### src/rtl/phash_pkg.sv
// Package: shared sizing helpers for the hash tree.
// Assumes the index width is at least 2, so the tree has at least one decision node.
package phash_pkg;

    // Number of decision (mask) nodes in a tree with an index of id_w bits.
    function automatic int sel_count(input int id_w);
        return (1 << (id_w - 1)) - 1;
    endfunction

    // Number of single-bit leaf inputs at the bottom of the tree.
    function automatic int term_count(input int id_w);
        return 1 << (id_w - 1);
    endfunction

endpackage

### src/rtl/phash_sel.sv
// Decision bit: the XOR of the key bits chosen by a constant mask.
// Assumes the mask is nonzero; a single set bit degenerates to a wire.
module phash_sel #(
    parameter int              KEY_W = 8,
    parameter logic [KEY_W-1:0] MASK = '0
) (
    input  logic [KEY_W-1:0] key,
    output logic             sel
);

    // Reduce the masked key to one parity bit.
    always_comb begin
        sel = ^(key & MASK);
    end

endmodule

### src/rtl/phash_node.sv
// Tree node: a (K-1)-bit 2-to-1 multiplexer whose select bit becomes the
// top bit of its K-bit output. Assumes K >= 2.
module phash_node #(
    parameter int K = 2
) (
    input  logic         sel,
    input  logic [K-2:0] lo,
    input  logic [K-2:0] hi,
    output logic [K-1:0] out
);

    // Pick the child sub-index and prefix it with the decision bit.
    always_comb begin
        out = {sel, (sel ? hi : lo)};
    end

endmodule

### src/rtl/phash_id_reg.sv
// Output stage: registers the index and its valid flag.
// The index loads only on a valid key. Reset is synchronous and active low.
module phash_id_reg #(
    parameter int W = 3
) (
    input  logic         clk,
    input  logic         rst_n,
    input  logic         load,
    input  logic [W-1:0] d,
    output logic         q_valid,
    output logic [W-1:0] q
);

    // Capture the index on a valid key, clear on reset.
    always_ff @(posedge clk) begin
        if (!rst_n) begin
            q       <= '0;
            q_valid <= 1'b0;
        end else begin
            q_valid <= load;
            if (load) begin
                q <= d;
            end
        end
    end

endmodule

### src/rtl/phash_tree.sv
// Perfect hash tree top.
// Nodes are laid out as a heap: node i has children 2i and 2i+1. Decision
// nodes are 1 .. 2**(ID_W-1)-1, and the single-bit leaves sit below them.
// SEL_MASK packs one KEY_W-bit mask per decision node, node 1 lowest.
// LEAF_POS packs one key bit position per leaf, leaf 0 lowest.
// Assumes the masks and positions were chosen offline so the programmed key set
// maps one-to-one onto the index space.
module phash_tree
    import phash_pkg::*;
#(
    parameter int KEY_W = 8,
    parameter int ID_W  = 3,
    parameter logic [sel_count(ID_W)*KEY_W-1:0] SEL_MASK = 24'h18_20_C0,
    parameter logic [term_count(ID_W)*$clog2(KEY_W)-1:0] LEAF_POS = 12'h088
) (
    input  logic             clk,
    input  logic             rst_n,
    input  logic             key_valid,
    input  logic [KEY_W-1:0] key,
    output logic             id_valid,
    output logic [ID_W-1:0]  id
);

    localparam int NSEL  = sel_count(ID_W);
    localparam int NTERM = term_count(ID_W);
    localparam int POS_W = $clog2(KEY_W);
    localparam int NODES = NSEL + NTERM;

    // Node outputs, zero-extended to the full index width.
    logic [ID_W-1:0] node_val [1:NODES];

    // Leaves: each one forwards a single chosen key bit.
    for (genvar t = 0; t < NTERM; t++) begin : g_leaf
        localparam logic [POS_W-1:0] POS = LEAF_POS[t*POS_W +: POS_W];
        assign node_val[NTERM + t] = ID_W'(key[POS]);
    end

    // Decision levels: depth d holds 2**d nodes, each producing ID_W-d bits.
    for (genvar d = 0; d < ID_W - 1; d++) begin : g_lvl
        for (genvar j = 0; j < (1 << d); j++) begin : g_nd
            localparam int IDX = (1 << d) + j;
            localparam int K   = ID_W - d;
            logic         sel;
            logic [K-1:0] out_k;

            phash_sel #(
                .KEY_W (KEY_W),
                .MASK  (SEL_MASK[(IDX-1)*KEY_W +: KEY_W])
            ) u_sel (
                .key (key),
                .sel (sel)
            );

            phash_node #(
                .K (K)
            ) u_node (
                .sel (sel),
                .lo  (node_val[2*IDX][K-2:0]),
                .hi  (node_val[2*IDX+1][K-2:0]),
                .out (out_k)
            );

            assign node_val[IDX] = ID_W'(out_k);
        end
    end

    phash_id_reg #(
        .W (ID_W)
    ) u_reg (
        .clk     (clk),
        .rst_n   (rst_n),
        .load    (key_valid),
        .d       (node_val[1]),
        .q_valid (id_valid),
        .q       (id)
    );

endmodule

### config.mk
export PLATFORM = sky130hd
export DESIGN_NAME = phash_tree
export DESIGN_NICKNAME = d
export VERILOG_FILES = /design/src/rtl/phash_pkg.sv /design/src/rtl/phash_sel.sv /design/src/rtl/phash_node.sv /design/src/rtl/phash_id_reg.sv /design/src/rtl/phash_tree.sv
export SDC_FILE = /design/constraint.sdc
export NUM_CORES = 1
export LEC_CHECK = 0
export BUFFER_PORTS_ARGS = -buffer_cell sky130_fd_sc_hd__clkbuf_2
export CORE_AREA = 5 5 42 44
export CTS_CLUSTER_DIAMETER = 100
export DETAILED_ROUTE_END_ITERATION = 6
export DIE_AREA = 0 0 47 49
export PLACE_DENSITY = 0.44
export SYNTH_ARGS = -nofsm -noshare
export SYNTH_HDL_FRONTEND = slang
export SYNTH_SLANG_ARGS = --single-unit
### constraint.sdc
create_clock -name clk -period 1.2 [get_ports clk]
set_input_delay 0.06 -clock clk [delete_from_list [all_inputs] [get_ports clk]]
set_output_delay 0.06 -clock clk [all_outputs]
set_load 0.01 [all_outputs]
# Word level (Yosys, flattened, before mapping)
# Cells that the tools add are included.
op_classes:
  n_mux: 3
  n_reduce_logical: 3
ops:
  columns: ["operator", "n"]
  rows:
  - ["$reduce_xor 8->1", 3]
  - ["$mux 1", 2]
  - ["$mux 2", 1]
word_totals:
  regBits: 4
  input_bits: 11
  out_inout_bits: 4
  elab_cells: 8

# Logic depth before layout (Yosys ltp)
logic_depth:
  word_depth: 3
  depth_mapped: 4
  ltp_nobuf: 4

# By module
# Synthesis repeated with hierarchy kept, for this count alone.
hier_totals:
  hier_cells: 21
  area_unflattened_um2: 236.5
modules_own_cells:
  columns: ["module", "n_inst", "cells_each", "area_per_inst_um2", "seq_area_each_um2"]
  rows:
  - ["phash_id_reg", 1, 11, 136.4, 80.1]
  - ["phash_node at g_lvl[1].g_nd[0].u_node ...", 2, 2, 22.5, 0.0]
  - ["phash_node at g_lvl[0].g_nd[0].u_node", 1, 3, 30.0, 0.0]
  - ["phash_sel at g_lvl[0].g_nd[0].u_sel ...", 2, 1, 8.8, 0.0]
  - ["phash_sel at g_lvl[1].g_nd[0].u_sel", 1, 1, 7.5, 0.0]

# Worst setup path after synthesis
# Ideal clock, no wire load.
synth_timing:
  kind: "input port to flip-flop"
  from: "input port key[4]"
  to: "register u_reg.q[0]"
  arrival_ns: 0.561
  required_time_ns: 1.064
  setup_slack_ns: 0.503
  stages: 3
  path_cell_list: "xor2_1 -> mux2i_1 -> o311ai_2"
synth_via:
  elab_chain_len: 3
synth_lines:
  columns: ["item", "line", "rtl"]
  rows:
  - ["from (decl)", "phash_tree.sv:19", "input logic [KEY_W-1:0] key,"]
  - ["$reduce_xor 8->1", "phash_sel.sv:13", "sel = ^(key & MASK);"]
  - ["$mux 1", "phash_node.sv:14", "out = {sel, (sel ? hi : lo)};"]
  - ["$mux 2", "phash_node.sv:14", null]
  - ["to (signal assigned)", "phash_id_reg.sv:17", "q <= '0;"]
  - ["to (signal assigned)", "phash_id_reg.sv:22", "q <= d;"]
  - ["to (decl)", "phash_id_reg.sv:11", "output logic [W-1:0] q"]
# No other way between the ends.
# A chain may end at the register's enable or synchronous reset.

# Final worst setup path
layout_timing:
  from: "register u_reg.q[0]"
  to: "output port id[0]"
layout_rtl:
  columns: ["item", "line", "rtl"]
  rows:
  - ["to (decl)", "phash_tree.sv:21", "output logic [ID_W-1:0] id"]
# No word-level cell between the ends.

==> flow_summary.ini <==
[setup_path]
path_max_fanout = 2
reg2reg_setup_slack_ns = 0.58
critical_path_class = reg -> out
critPathSlowestCell = dfxtp_1
endpoint_kind = primary output
cp_num_buf_inv = 1
crit_path_max_incr_delay_ns = 0.33
arrival_ns = 0.70
path_cells = clkbuf_2
cp_top_family = flip-flops
startpoint_type = flop
cp.required_ns = 1.14

[global_route]
grtUsageTotal = 0.0599
antenna_found_initial = 0
grt_pass1_wl_um = 931
grt_max_degree = 6
overflow = 0
grt_pass1_vias = 212

[pwr]
ir_worst_vdd_v = 0.000405
p_leak_nw = 0.163
p_per_area_mw_per_mm2 = 1280
power.total_w = 0.000397

[die]
die_area_sq_mm = 0.00230
design.portCount = 15
die_h_um = 49
initial_core_util = 0.141
row_count = 14
core_area_sq_mm = 0.00140
die_x_um = 47

[synth]
synth_top_family_by_area = compound AO/OA/AOI/OAI gates
synth_area_sq_um = 198
yosys_warnings = 0
synth_xor_area_frac = 0.127
ys_seq_elements = 4
postSynthAreaPerCell_sq_um = 11.0
synth_fa_ha_area_frac = 0
synth.area.mux_share = 0.101
synth-seq-area-share = 0.405
synth_simple_gate_area_share = 0.146
ys_types = 12
yosysTopAreaCellShare = 0.405
synthTopCellsByArea = dfxtp_1, mux2i_1, o311ai_2, xnor2_2, nand3b_1
synth_compound_area_frac = 0.203
synth_nets = 29
netlist.top_cell.by_area = dfxtp_1
syn_inst = 18

[sta]
worstMarginPinSlew_ns = 0.265
setup_viol = 0
hold_viol = 0
tns_ns = 0
max-slew-margin-rel = 0.823
clock_skew_ns = 0
finalCritPeriodShare = 0.634
slew_viol_final = 0
rsz0062_at_grt = false
max_freq_mhz = 1310
fin_crit_ns = 0.761

[cts]
hold_buffers = 0
cts.sinks = 4
root_buffer = clkbuf_4
postCtsSetupRepairBufs = 0
cts_max_level = 1
cts_tree = built
clkTransAtPathRegs_ns = 0.04
clockBufferDepth = 2
clk_latency_ns = 0.24
post_cts_resized = 0
cts-buffers-inserted = 3

[placement]
numPortBuffers = 14
place_congestion = 0.633

[layout]
area_growth_pct = 57.0
drive_gt1_frac = 0.543
regArea_sq_um = 80.1
nets = 48
filler_cell_count = 162
multi_input_area_sq_um = 114
postLayoutCoreUtil = 0.221
diodes = 0

[detailed_routing]
antenna_violating_nets_post_route = 0
vias_per_cell = 3.80
wirelength_um = 527
drc = 0
drt-initial-drc-count = 2
vias = 194
firstDrtPassIters = 4
wl_per_cell_um = 10.3

[outcome]
status = completed

[flow_run]
cap_violations = 0

[worst_hold_path]
min_path_type = in -> reg
## power breakdown
group / internal, W / leakage (nW) / switching, W / total (W)
clock: 0.000112 / 0.0138 / 0.0000606 / 0.000173
combinational: 0.0000385 / 0.116 / 0.0000360 / 0.0000745
sequential: 0.000144 / 0.0332 / 0.00000500 / 0.000149
## metrics by stage
| step | worst slack [ns] | cell area, sq um | hold WS (ns) | cells |
|---|---|---|---|---|
| floorplan | 0.503 | 198 | 0.198 | 18 |
| global placement | 0.325 | 288 | 0.349 | 48 |
| detailed placement | 0.326 | 288 | 0.348 | 48 |
| CTS | 0.434 | 310 | 0.0949 | 51 |
| global route | 0.395 | 310 | 0.128 | 51 |
| finish | 0.439 | 310 | 0.0976 | 51 |
## final timing paths
path,start,end,depth (start not counted)
min,key_valid,u_reg.q[2]$_SDFFE_PN0P_,2
min reg2reg,u_reg.q[1]$_SDFFE_PN0P_,u_reg.q[1]$_SDFFE_PN0P_,2
max reg2reg,u_reg.q[0]$_SDFFE_PN0P_,u_reg.q[0]$_SDFFE_PN0P_,2
max,u_reg.q[0]$_SDFFE_PN0P_,id[0],1
## sequential cells by signal (all words and copies together), names as in the netlist
register and cells:
u_reg.q 3, u_reg.q_valid 1
## synth_stat cells, drive strengths merged
| library cell | n |
|---|---|
| dfxtp | 4 |
| mux2i | 2 |
| nand2 | 2 |
| nand3b | 2 |
| inv | 1 |
| nand2b | 1 |
| o2111ai | 1 |
| o211a | 1 |
| o21ai | 1 |
| o311ai | 1 |
| xnor2 | 1 |
| xor2 | 1 |
## final cells by class
| class | count | area share |
|---|---|---|
| multi-input cells | 13 | 0.367 |
| flip-flops and latches | 4 | 0.258 |
| clock buffers | 3 | 0.0726 |
| inverters | 1 | 0.0121 |
| well taps | 16 | 0.0645 |
| repair buffers | 14 | 0.226 |
## placed cells by master, fill, tap and decap left out, drive strengths merged
master | Yosys | routed
clkbuf | 0 | 17
dfxtp | 4 | 4
o2111ai | 1 | 1
o311ai | 1 | 1
inv | 1 | 1
xnor2 | 1 | 1
nand3b | 2 | 2
o211a | 1 | 1
mux2i | 2 | 2
nand2b | 1 | 1
nand2 | 2 | 2
xor2 | 1 | 1
o21ai | 1 | 1
## cells by family after synthesis
group,count (synthesis)
and+or+nand+nor,5
xor gates and xnor gates,2
DFF,4
buffers and inverters,1
AOI/OAI and AO/OA,4
muxes,2
## routing by layer
layer	track usage	part of all wire
met5	0	0
met4	0	0
met3	0.0738	0.25
met2	0.0633	0.29
met1	0.0813	0.46
(Power assumes the default switching activity.)
